<file path="src/rtl/bb_pkg.sv">
package bb_pkg;

    localparam int BB_DATA_W = 32;
    localparam int BB_LANES  = BB_DATA_W / 8;
    localparam int BB_POS_W  = $clog2(BB_DATA_W);

    typedef enum logic [1:0] {
        ST_IDLE   = 2'd0,
        ST_MEM_RD = 2'd1,
        ST_MEM_WR = 2'd2,
        ST_RESP   = 2'd3
    } bb_state_e;

    typedef enum logic [1:0] {
        SZ_BYTE = 2'd0,
        SZ_HALF = 2'd1,
        SZ_WORD = 2'd2,
        SZ_WIDE = 2'd3
    } bb_size_e;

endpackage

</file>
<file path="src/rtl/bb_addr_map.sv">
module bb_addr_map
    import bb_pkg::*;
#(
    parameter int              ADDR_W      = 32,
    parameter int              WIN_BITS    = 25,
    parameter int              BIT_SHIFT   = 5,
    parameter logic [ADDR_W-1:0] TARGET_BASE = 32'h2000_0000
) (
    input  logic [ADDR_W-1:0]   offset,
    input  logic [1:0]          size,
    output logic [ADDR_W-1:0]   unit_addr,
    output logic [BB_LANES-1:0] lane_en,
    output logic [BB_POS_W-1:0] bit_pos
);

    localparam int IDX_LSB = 2;

    logic [ADDR_W-1:0]   win_off;
    logic [ADDR_W-1:0]   tgt;
    logic [BB_POS_W-1:0] idx;

    always_comb begin
        win_off = '0;
        win_off[WIN_BITS-1:0] = offset[WIN_BITS-1:0];
        tgt = TARGET_BASE | (win_off >> BIT_SHIFT);
        idx = offset[IDX_LSB +: BB_POS_W];

        case (bb_size_e'(size))
            SZ_BYTE: begin
                unit_addr = tgt;
                lane_en   = BB_LANES'(1) << tgt[1:0];
                bit_pos   = {tgt[1:0], idx[2:0]};
            end
            SZ_HALF: begin
                unit_addr = {tgt[ADDR_W-1:1], 1'b0};
                lane_en   = tgt[1] ? 4'b1100 : 4'b0011;
                bit_pos   = {tgt[1], idx[3:0]};
            end
            default: begin
                unit_addr = {tgt[ADDR_W-1:2], 2'b00};
                lane_en   = '1;
                bit_pos   = idx;
            end
        endcase
    end

endmodule

</file>
<file path="src/rtl/bb_bit_lane.sv">
module bb_bit_lane
    import bb_pkg::*;
(
    input  logic [BB_DATA_W-1:0] word_in,
    input  logic [BB_POS_W-1:0]  bit_pos,
    input  logic                 new_bit,
    output logic                 bit_out,
    output logic [BB_DATA_W-1:0] merged
);

    logic [BB_DATA_W-1:0] sel;

    always_comb begin
        sel     = BB_DATA_W'(1) << bit_pos;
        bit_out = |(word_in & sel);
        merged  = new_bit ? (word_in | sel) : (word_in & ~sel);
    end

endmodule

</file>
<file path="src/rtl/bitband_alias_unit.sv">
module bitband_alias_unit
    import bb_pkg::*;
#(
    parameter int                ADDR_W      = 32,
    parameter int                WIN_BITS    = 25,
    parameter logic [ADDR_W-1:0] TARGET_BASE = 32'h2000_0000
) (
    input  logic                 clk,
    input  logic                 rst_n,
    input  logic                 s_valid,
    output logic                 s_ready,
    input  logic [ADDR_W-1:0]    s_addr,
    input  logic [1:0]           s_size,
    input  logic                 s_write,
    input  logic [BB_DATA_W-1:0] s_wdata,
    output logic                 s_rsp_valid,
    output logic [BB_DATA_W-1:0] s_rdata,
    output logic                 m_req,
    output logic                 m_we,
    output logic [ADDR_W-1:0]    m_addr,
    output logic [BB_LANES-1:0]  m_be,
    output logic [BB_DATA_W-1:0] m_wdata,
    input  logic                 m_ack,
    input  logic [BB_DATA_W-1:0] m_rdata
);

    typedef struct packed {
        bb_state_e            st;
        logic [ADDR_W-1:0]    addr;
        logic [BB_LANES-1:0]  be;
        logic [BB_POS_W-1:0]  pos;
        logic                 wr;
        logic                 wbit;
        logic [BB_DATA_W-1:0] word;
        logic [BB_DATA_W-1:0] rsp;
    } bb_regs_t;

    bb_regs_t r_d, r_q;

    logic [ADDR_W-1:0]    map_addr;
    logic [BB_LANES-1:0]  map_be;
    logic [BB_POS_W-1:0]  map_pos;
    logic                 rd_bit;
    logic [BB_DATA_W-1:0] rd_merged;

    bb_addr_map #(
        .ADDR_W      (ADDR_W),
        .WIN_BITS    (WIN_BITS),
        .BIT_SHIFT   (5),
        .TARGET_BASE (TARGET_BASE)
    ) u_map (
        .offset    (s_addr),
        .size      (s_size),
        .unit_addr (map_addr),
        .lane_en   (map_be),
        .bit_pos   (map_pos)
    );

    bb_bit_lane u_lane (
        .word_in (m_rdata),
        .bit_pos (r_q.pos),
        .new_bit (r_q.wbit),
        .bit_out (rd_bit),
        .merged  (rd_merged)
    );

    always_comb begin
        r_d = r_q;
        case (r_q.st)
            ST_IDLE: begin
                if (s_valid) begin
                    r_d.addr = map_addr;
                    r_d.be   = map_be;
                    r_d.pos  = map_pos;
                    r_d.wr   = s_write;
                    r_d.wbit = s_wdata[0];
                    r_d.st   = ST_MEM_RD;
                end
            end
            ST_MEM_RD: begin
                if (m_ack) begin
                    if (r_q.wr) begin
                        r_d.word = rd_merged;
                        r_d.st   = ST_MEM_WR;
                    end else begin
                        r_d.rsp  = {{(BB_DATA_W-1){1'b0}}, rd_bit};
                        r_d.st   = ST_RESP;
                    end
                end
            end
            ST_MEM_WR: begin
                if (m_ack) begin
                    r_d.rsp = '0;
                    r_d.st  = ST_RESP;
                end
            end
            default: r_d.st = ST_IDLE;
        endcase
    end

    always_ff @(posedge clk or negedge rst_n) begin
        if (!rst_n) begin
            r_q    <= '0;
            r_q.st <= ST_IDLE;
        end else begin
            r_q <= r_d;
        end
    end

    assign s_ready     = (r_q.st == ST_IDLE);
    assign s_rsp_valid = (r_q.st == ST_RESP);
    assign s_rdata     = r_q.rsp;
    assign m_req       = (r_q.st == ST_MEM_RD) || (r_q.st == ST_MEM_WR);
    assign m_we        = (r_q.st == ST_MEM_WR);
    assign m_addr      = r_q.addr;
    assign m_be        = r_q.be;
    assign m_wdata     = m_we ? r_q.word : '0;


    req_hold_chk: assert property (@(posedge clk) disable iff (!rst_n)
        m_req && !m_ack |=> m_req && $stable(m_addr) && $stable(m_be) && $stable(m_we));


    rmw_order_chk: assert property (@(posedge clk) disable iff (!rst_n)
        (m_req && m_we && !$past(m_we)) |-> ($past(m_ack) && $past(m_req) && $stable(m_addr) && $stable(m_be)));


    busy_chk: assert property (@(posedge clk) disable iff (!rst_n)
        s_valid && s_ready |=> !s_ready);


    rsp_after_ack_chk: assert property (@(posedge clk) disable iff (!rst_n)
        s_rsp_valid |-> $past(m_ack) && !m_req);


    rsp_pulse_chk: assert property (@(posedge clk) disable iff (!rst_n)
        s_rsp_valid |=> !s_rsp_valid);


    rdata_bit_chk: assert property (@(posedge clk) disable iff (!rst_n)
        s_rsp_valid |-> (s_rdata[BB_DATA_W-1:1] == '0));


    base_chk: assert property (@(posedge clk) disable iff (!rst_n)
        m_req |-> ((m_addr & TARGET_BASE) == TARGET_BASE));

endmodule

</file>
<file path="config.mk">
export PLATFORM = sky130hd
export DESIGN_NAME = bitband_alias_unit
export DESIGN_NICKNAME = d
export VERILOG_FILES = /design/src/rtl/bb_pkg.sv /design/src/rtl/bb_addr_map.sv /design/src/rtl/bb_bit_lane.sv /design/src/rtl/bitband_alias_unit.sv
export SDC_FILE = /design/constraint.sdc
export NUM_CORES = 1
export LEC_CHECK = 0
export BUFFER_PORTS_ARGS = -buffer_cell sky130_fd_sc_hd__buf_2
export CORE_MARGIN = 10
export CORE_UTILIZATION = 47
export CTS_CLUSTER_SIZE = 14
export DETAILED_ROUTE_END_ITERATION = 8
export HOLD_SLACK_MARGIN = 0.1
export PLACE_DENSITY = 0.78
export SLEW_MARGIN = 20
export SYNTH_ARGS = -nofsm -noshare
export SYNTH_HDL_FRONTEND = slang
export SYNTH_HIERARCHICAL = 1
export SYNTH_SLANG_ARGS = --single-unit
</file>
<file path="constraint.sdc">
create_clock -name clk -period 2.75 [get_ports clk]
set_input_delay 0.55 -clock clk [delete_from_list [all_inputs] [get_ports clk]]
set_output_delay 0.55 -clock clk [all_outputs]
set_load 0.1 [all_outputs]
</file>
Word level (Yosys, flattened, before mapping):

Index checks and enable logic that the tools add are counted.
W data, S select, Z words.

* eq/ne operators: 8
* bitwise gates (word level): 4
* multiplexer cells: 14
* shift operators: 2
* reductions and logical operators: 9

Operators by type and width (count)
* $mux W32: 5
* $and A32 B32 Y32: 2
* $pmux W32 S2: 1
* $mux W45: 1
* $not A32 Y32: 1
* $or A32 B32 Y32: 1
* $reduce_or A32 Y1: 1
* $shl A1 B5 Y32 const A: 1
* $pmux W4 S2: 1
* $ne A2 B2 Y1 const B: 3
* $pmux W2 S3: 1
* $reduce_and A3 Y1: 2
* $eq A2 B1 Y1 const B: 2
* $eq A2 B2 Y1 const B: 2
* $logic_not A2 Y1: 2
* $mux W2: 2
* $mux W4: 1
* $pmux W2 S2: 1
* $reduce_and A4 Y1: 1
* $shl A1 B2 Y4 const A: 1
* $ne A2 B1 Y1 const B: 1
* $reduce_and A2 Y1: 1
* $reduce_bool A2 Y1: 1
* $logic_or A1 B1 Y1: 1
* $mux W1: 1

* input bits: 103
* flip-flop bits (word level): 107
* output and inout bits: 104
* logic and storage cells: 45

Depth between registers and ports, before layout:

Gate-level depths: netlist (run 1).

* word-level depth: 6
* mapped depth: 9
* mapped depth without buffers: 7

Cells and area by module:

Netlist (run 1), hierarchy kept.

By module, submodules not included
* bitband_alias_unit: times used 1, seq. area each 1951.9 um^2, area an instance 3892.5 um^2, cells each 285
* bb_bit_lane: times used 1, seq. area each 0.0 um^2, area an instance 1007.2 um^2, cells each 139
* bb_addr_map: times used 1, seq. area each 0.0 um^2, area an instance 329.1 um^2, cells each 46

Least setup slack after synthesis (run 1):

OpenSTA, ideal clock, no wires.

* path kind: register to output
* from: reg r_q[107] (netlist name)
* to: out m_wdata[31]
* path buffers: 1
* path slack: 477 ps
* required time: 2200 ps
* arrival: 1723 ps
* cell stages (with the launch flop): 5
* cell sequence: dfrtp_1 > inv_1 > ha_1 > clkbuf_1 > and2_1

* word-level cells in the longest chain between the ends: 2

RTL lines
* start, declared: line bitband_alias_unit.sv:38 `bb_regs_t r_d, r_q;`
* start signal, assigned: line bitband_alias_unit.sv:106 `r_q <= r_d;`
* $eq A2 B2 Y1: line bitband_alias_unit.sv:114 `assign m_we = (r_q.st == ST_MEM_WR);`
* $mux W32: line bitband_alias_unit.sv:117 `assign m_wdata = m_we ? r_q.word : '0;`
* end, declared: line bitband_alias_unit.sv:22 `output logic [BB_DATA_W-1:0] m_wdata,`

Every way passes these cells.

Worst setup path in the final report (run 1):

* from: reg r_q[107] (netlist name)
* to: out m_wdata[3]

Same word-level chain as after synthesis.

==> out/results.ini, run 1 <==
[status]
status = finished, final reports clean

[worst_setup_path]
critPathKind = flop to output port
crit_arrival_ns = 1.94
worstSetupStartpointType = flop
crit_start = r_q[107]$_DFFE_PN0P_
r2r-start = r_q[66]$_DFFE_PN0P_
endpoint = m_wdata[3]
regToRegSetupSlack_ns = 0.46
cp.required_ns = 2.20
rr_endpoint = r_q[40]$_DFFE_PN0P_
crit_path_end_kind = output port
rr_worst_depth = 5
cp_max_fo = 34

[global_route]
grt_pass1_wl_um = 19700
grt_max_degree = 79
grt_pass1_vias = 3676
grt_usage = 0.153
grt_remaining_overflow = 0
antenna_found_initial = 1

[timing]
relSlewSlack = 0.340
finalSetupTns_ns = 0
slew_viol_final = 0
fmax_mhz = 402
skew_ns = 0.0113
setup_violations = 0
tightest_slew_ns = 0.989
hold_violations = 0
rsz0062_at_grt = no
timing.final.crit_share = 0.905
period_needed_ns = 2.49

[final_layout]
drive_gt1_frac = 0.518
syn_to_final_growth_pct = 8.97
final_nets = 645
multi_input_area_mm2 = 0.00246
fill_cells = 1007
regArea_mm2 = 0.00195

[detailed_routing]
firstDrtPassIters = 4
drc = 0
drtIter0Drc = 127
via_count = 3329
finalWirelength_um = 12300
antenna_left = 0
vias_per_cell = 4.87
wire_per_inst_um = 18.0

[floorplan]
core_mm2 = 0.0109
ios = 207
fp.dieH_um = 125
die_w_um = 125
start_util = 0.480
dieArea_mm2 = 0.0157
rows = 38

[placed_design]
dpl.hpwl_um = 9310
gp_congestion = 0.909
io_buffer_count = 135

[synth]
ys_warn_count = 6
synth_cells = 470
synth_edf_count = 0
synth-main-ff-cell = dfrtp_1
ys_ff_latch = 78
async_reset_ff_frac = 1.00
synthesis.area_mm2 = 0.00523
yosysSeqAreaShare = 0.373
synth_cell_types = 50
syn-mean-instance-area_um2 = 11.1

[clock_network]
cts.sinks = 78
cts_resized = 0
postCtsSetupBuffers = 0
h-tree-depth = 3
numCtsBuffers = 9
cts-root-buf = clkbuf_8
cts.reportedPaths.clkPinSlew_ns = 0.08
cts_tree = done
cts_hold_buf = 0
clock_latency_ns = 0.36
clk_path_buf_depth = 2

[flow_run]
max_cap_violations = 0

[min_path]
min_path_type = input port to async pin

-- layout make-up --
class	instances	share of cell area
repair buffers	141	0.148
well taps	140	0.0307
clock inverters	7	0.0211
diodes	1	0.000439
inverters	6	0.00395
flip-flops and latches	78	0.343
clock buffers	9	0.0217
multi-input cells	301	0.431
-- cell usage in the layout (no fill, tap or decap), types with 2 or more instances in the layout --
| cell type | count |
|---|---|
| inv_1 | 6 |
| nand2b_1 | 2 |
| buf_2 | 126 |
| nor2b_1 | 2 |
| nor2_4 | 2 |
| a21o_1 | 2 |
| nand3b_1 | 3 |
| a21oi_1 | 5 |
| and2_1 | 32 |
| nand2_1 | 21 |
| mux2_4 | 31 |
| mux2_2 | 80 |
| a31oi_1 | 2 |
| a22oi_1 | 3 |
| bufinv_16 | 3 |
| conb_1 | 43 |
| ha_1 | 5 |
| nand3_1 | 8 |
| inv_6 | 2 |
| o21bai_1 | 2 |
| o22ai_1 | 2 |
| mux2i_1 | 2 |
| dfrtp_1 | 78 |
| nor2_1 | 27 |
| clkbuf_8 | 9 |
| o21ai_0 | 3 |
| buf_12 | 8 |
| buf_4 | 7 |
-- critical path, stage by stage (launching register included) --
cell and delay (ns):
dfrtp_1 0.41, inv_1 0.11, ha_1 0.16, buf_4 0.28, and2_1 0.17, buf_2 0.44
-- metal layers --
metal | vias up | part of all wire | wire length (um) | GRT usage
met5 | - | 0 | 0 | 0
met3 | 17 | 0.12 | 1480 | 0.0790
li1 | 1575 | - | - | -
met1 | 1600 | 0.41 | 5090 | 0.180
met4 | 0 | 0.016 | 200 | 0.0522
met2 | 137 | 0.45 | 5540 | 0.235
-- per-stage QoR --
| stage | utilization | cells | area [um2] | hold WS [ns] | setup WS (ns) |
|---|---|---|---|---|---|
| after floorplan | - | 510 | 5380 | 0.254 | 0.477 |
| after global routing | 0.523 | 682 | 5700 | 0.407 | 0.111 |
| final | 0.523 | 683 | 5700 | 0.343 | 0.261 |
| after global placement | 0.501 | 666 | 5450 | 0.469 | 0.470 |
| after CTS | 0.523 | 682 | 5700 | 0.391 | 0.222 |
| after detailed placement | 0.501 | 666 | 5450 | 0.474 | 0.471 |
-- cells by family after synthesis --
group | Yosys count | share of synthesized area
adders and majority gates | 5 | 0.0120
other | 3 | 0.00215
AOI/OAI and AO/OA | 26 | 0.0357
buffers and inverters | 131 | 0.185
and+or+nand+nor | 112 | 0.120
muxes | 115 | 0.272
DFF | 78 | 0.373
-- synth_stat cells (all sizes together) (3+ instances only) --
cell / count / area [um2]
and2: 32 / 200
a21oi: 5 / 25.0
dfrtp: 78 / 1950
nand2: 22 / 85.1
buf: 119 / 923
nand3: 9 / 57.6
nand3b: 3 / 22.5
a22oi: 3 / 22.5
mux2: 112 / 1380
inv: 6 / 22.5
nand2b: 4 / 35.0
conb: 3 / 11.3
o21ai: 3 / 15.0
ha: 5 / 62.6
clkbuf: 6 / 22.5
nor2: 30 / 130
-- sequential cells by signal, summed over array words and instances, names as in the netlist --
name	flops
s_rdata	1
m_be	4
r_q	41
m_addr	32
-- how the worst min path moves through the flow --
stage                                 startpoint  slack [ns]                endpoint
after floorplan                            rst_n        0.25   m_addr[0]$_DFFE_PN0P_
after global placement    s_rdata[0]$_DFFE_PN0P_        0.47  s_rdata[0]$_DFFE_PN0P_
after detailed placement  s_rdata[0]$_DFFE_PN0P_        0.47  s_rdata[0]$_DFFE_PN0P_
after CTS                                  rst_n        0.39  m_addr[23]$_DFFE_PN0P_
after global routing                  s_addr[22]        0.41  m_addr[17]$_DFFE_PN0P_
final                                      rst_n        0.34  m_addr[23]$_DFFE_PN0P_
Power of run 1 is not shown: default switching activity piles up to over one toggle a cycle in this logic, so the estimate is an artifact.
==> run 2, diff against run 1 <==
--- a/config.mk
+++ b/config.mk
@@ -5,13 +5,14 @@
 export SDC_FILE = /design/constraint.sdc
 export NUM_CORES = 1
 export LEC_CHECK = 0
+export ABC_AREA = 1
 export BUFFER_PORTS_ARGS = -buffer_cell sky130_fd_sc_hd__buf_2
 export CORE_MARGIN = 10
 export CORE_UTILIZATION = 47
 export CTS_CLUSTER_SIZE = 14
 export DETAILED_ROUTE_END_ITERATION = 8
 export HOLD_SLACK_MARGIN = 0.1
-export PLACE_DENSITY = 0.78
+export PLACE_DENSITY = 0.77
 export SLEW_MARGIN = 20
 export SYNTH_ARGS = -nofsm -noshare
 export SYNTH_HDL_FRONTEND = slang
==> constraint.sdc (replaced) <==
create_clock -name clk -period 2.75 [get_ports clk]
set_input_delay 0.55 -clock clk [delete_from_list [all_inputs] [get_ports clk]]
set_output_delay 0.55 -clock clk [all_outputs]
set_load 0.01 [all_outputs]
==> out/results.ini, run 2 <==
[status]
status = finished, final reports clean

[final_layout]
fill_cells = 1113  ; +11%
layout_commonest_cell = nand2_1
regArea_mm2 = 0.00195  ; unchanged
multi_input_area_mm2 = 0.00223  ; -9.3%
largest_register = r_q
largest_reg_flops = 41  ; unchanged
stdcell_count = 845  ; +24%
drive_gt1_frac = 0.296  ; -0.223
syn_to_final_growth_pct = 7.57
final_cell_mix = nand2_1 (139), buf_2 (134), dfrtp_1 (78)
final_nets = 806  ; +25%

[floorplan]
dieArea_mm2 = 0.0159  ; +1.2%
core_mm2 = 0.0109  ; +0.44%
fp.dieH_um = 126  ; +0.61%
die_w_um = 126  ; +0.61%
ios = 207  ; unchanged
rows = 38  ; unchanged
start_util = 0.485  ; +0.00489

[pwr]
peakVddDrop_v = 0.000567
seqPwrFrac = 0.333
power.switching_mw = 2.40
power_density_mw_per_mm2 = 1090
power.total_mw = 6.22
leakagePower_nw = 3.40
power_frac_clock = 0.212
pwr-share-comb = 0.455
power.internal_mw = 3.82
p_sw_frac = 0.386

[clock_network]
h-tree-depth = 3  ; unchanged
cts_hold_buf = 0  ; unchanged
clk_path_buf_depth = 2  ; unchanged
numCtsBuffers = 9  ; unchanged
cts_tree = done
clock_latency_ns = 0.33  ; -0.03 ns
cts_resized = 0  ; unchanged
postCtsSetupBuffers = 0  ; unchanged
cts-root-buf = clkbuf_16
cts.reportedPaths.clkPinSlew_ns = 0.06  ; -0.02 ns
cts.sinks = 78  ; unchanged

[timing]
skew_ns = 0.00636  ; -0.00497 ns
rsz0062_at_grt = no
relSlewSlack = 0.423  ; +0.0828
period_needed_ns = 2.21  ; -0.280 ns
hold_violations = 0  ; unchanged
fmax_mhz = 453  ; +13%
finalSetupTns_ns = 0  ; unchanged
tightest_slew_ns = 0.864  ; -0.125 ns
timing.final.crit_share = 0.803  ; -0.102
holdWs_ns = 0.251  ; -0.0924 ns
finalWorstSetupSlack_ns = 0.542  ; +0.280 ns
setup_violations = 0  ; unchanged
slew_viol_final = 0  ; unchanged

[detailed_routing]
finalWirelength_um = 11900  ; -3.1%
via_count = 3978  ; +19%
firstDrtPassIters = 4  ; unchanged
antenna_left = 0  ; unchanged
drc = 0  ; unchanged
drtIter0Drc = 206  ; +62%
wire_per_inst_um = 14.1  ; -22%
vias_per_cell = 4.71  ; -3.4%

[flow_run]
max_cap_violations = 0  ; unchanged

[global_route]
antenna_found_initial = 3  ; +2
grt_remaining_overflow = 0  ; unchanged
grt_max_degree = 65  ; -18%
grt_usage = 0.144  ; -0.00915
grt_pass1_wl_um = 19200  ; -2.2%
grt_pass1_vias = 3855  ; +4.9%

[synth]
synthesis.area_mm2 = 0.00531  ; +1.5%
yosys-top-cells-count = nand2_1 (139), buf_4 (103), dfrtp_1 (78)
synth_edf_count = 0  ; unchanged
synthTopCellsByArea = dfrtp_1 (37%), buf_4 (15%), mux2_4 (11%), nand2_1 (9.8%), inv_1 (5.4%)
synth_top_area_cell = dfrtp_1
synth_cell_types = 26  ; -48%
yosysTopAreaCellShare = 0.368  ; -0.00537
ys_ff_latch = 78  ; unchanged
yosysMostFrequentCell = nand2_1
yosysSeqAreaShare = 0.368  ; -0.00537
synth_cells = 638  ; +36%
ys_warn_count = 6  ; unchanged
synth-main-ff-cell = dfrtp_1
syn-mean-instance-area_um2 = 8.32  ; -25%
async_reset_ff_frac = 1.00  ; unchanged

[placed_design]
io_buffer_count = 135  ; unchanged
dpl.hpwl_um = 8980  ; -3.5%
gp_congestion = 0.841  ; -7.5%
pre_cts_ws_ns = 0.574  ; +0.103 ns
dp_cells = 827  ; +24%

[worst_setup_path]
rr_worst_depth = 4  ; -1
cp_slowest_cell = dfrtp_1
critPathKind = flop to output port
slowest_delay_ns = 0.42  ; -0.02 ns
cp_max_fo = 33  ; -2.9%
cp_cell_sequence = inv_1, ha_1, buf_4, nand2_1, inv_1, buf_2
cpLargestDelayFamily = buffers and inverters
cp_num_cells = 6  ; +1
cp.required_ns = 2.20  ; about the same
worstSetupStartpointType = flop
crit_arrival_ns = 1.66  ; -0.28 ns
worst-path-buf-inv = 4  ; +1
crit_path_end_kind = output port
cp_common_cell = inv_1

[min_path]
min_path_type = input port to async pin

[run 2: cell types whose count changed after synthesis, moves of 7 or more]
cell / before / now
mux2_4: 31 / 40
o21a_1: 0 / 8
nand2_1: 21 / 139
o21ai_0: 3 / 54
inv_1: 6 / 77
buf_2: 3 / 14
nand4_1: 1 / 16
buf_6: 10 / 3
and2_1: 32 / 0
nand3_1: 8 / 31
mux2_2: 80 / 3
[run 2: cell families (layout without fill, tap and decap cells)]
group / after synthesis / after routing / share of synthesized area
AND/OR/NAND/NOR: 224 / 224 / 0.182
buffers and inverters: 210 / 235 / 0.241
flip-flops: 78 / 78 / 0.368
AO/OA/AOI/OAI: 75 / 75 / 0.0755
multiplexers: 43 / 43 / 0.120
adder cells (fa/ha/maj): 5 / 5 / 0.0118
other: 3 / 45 / 0.00212
[run 2: power by group through the flow]
stage	Sequential (mW)	Clock [mW]	Combinational, mW
final	2.07	1.32	2.83
after global routing	2.15	1.40	3.17
after CTS	2.07	1.36	2.88
after detailed placement	2.07	0	2.87
after global placement	2.05	0	2.80
after floorplan	1.97	0	2.62
[run 2: area by class of cell]
cell class              instances  area share
well taps                     140      0.0307
inverters                      79      0.0520
repair buffers                140       0.125
clock inverters                 4      0.0167
flip-flops and latches         78       0.342
diodes                          2    0.000877
clock buffers                  12      0.0414
multi-input cells             390       0.391
[run 2: worst paths after layout]
path | from | end | slack [ns]
min reg2reg | r_q[55]$_DFFE_PN0P_ | r_q[55]$_DFFE_PN0P_ | 0.48
max in group asynchronous | rst_n | m_addr[11]$_DFFE_PN0P_ | 1.83
max reg2reg | r_q[107]$_DFFE_PN0P_ | m_addr[5]$_DFFE_PN0P_ | 0.83
min | rst_n | r_q[61]$_DFFE_PN0P_ | 0.25
max | r_q[107]$_DFFE_PN0P_ | m_wdata[17] | 0.54
min in group clk | s_addr[12] | m_addr[7]$_DFFE_PN0P_ | 0.45
[run 2: layer usage]
metal  vias up  track usage  part of all wire
li1       1986            -                 -
met1      1835        0.173              0.42
met2       136        0.231              0.47
met3        19       0.0549             0.091
met4         2       0.0496             0.020
met5         -            0            0.0010
[run 2: stage by stage]
| step | util | cell area [um2] |
|---|---|---|
| global route | 0.522 | 5700 |
| detailed placement | 0.490 | 5360 |
| global placement | 0.490 | 5360 |
| finish | 0.522 | 5710 |
| floorplan | - | 5460 |
| CTS | 0.521 | 5690 |
Power figures use the tool's default switching activity.
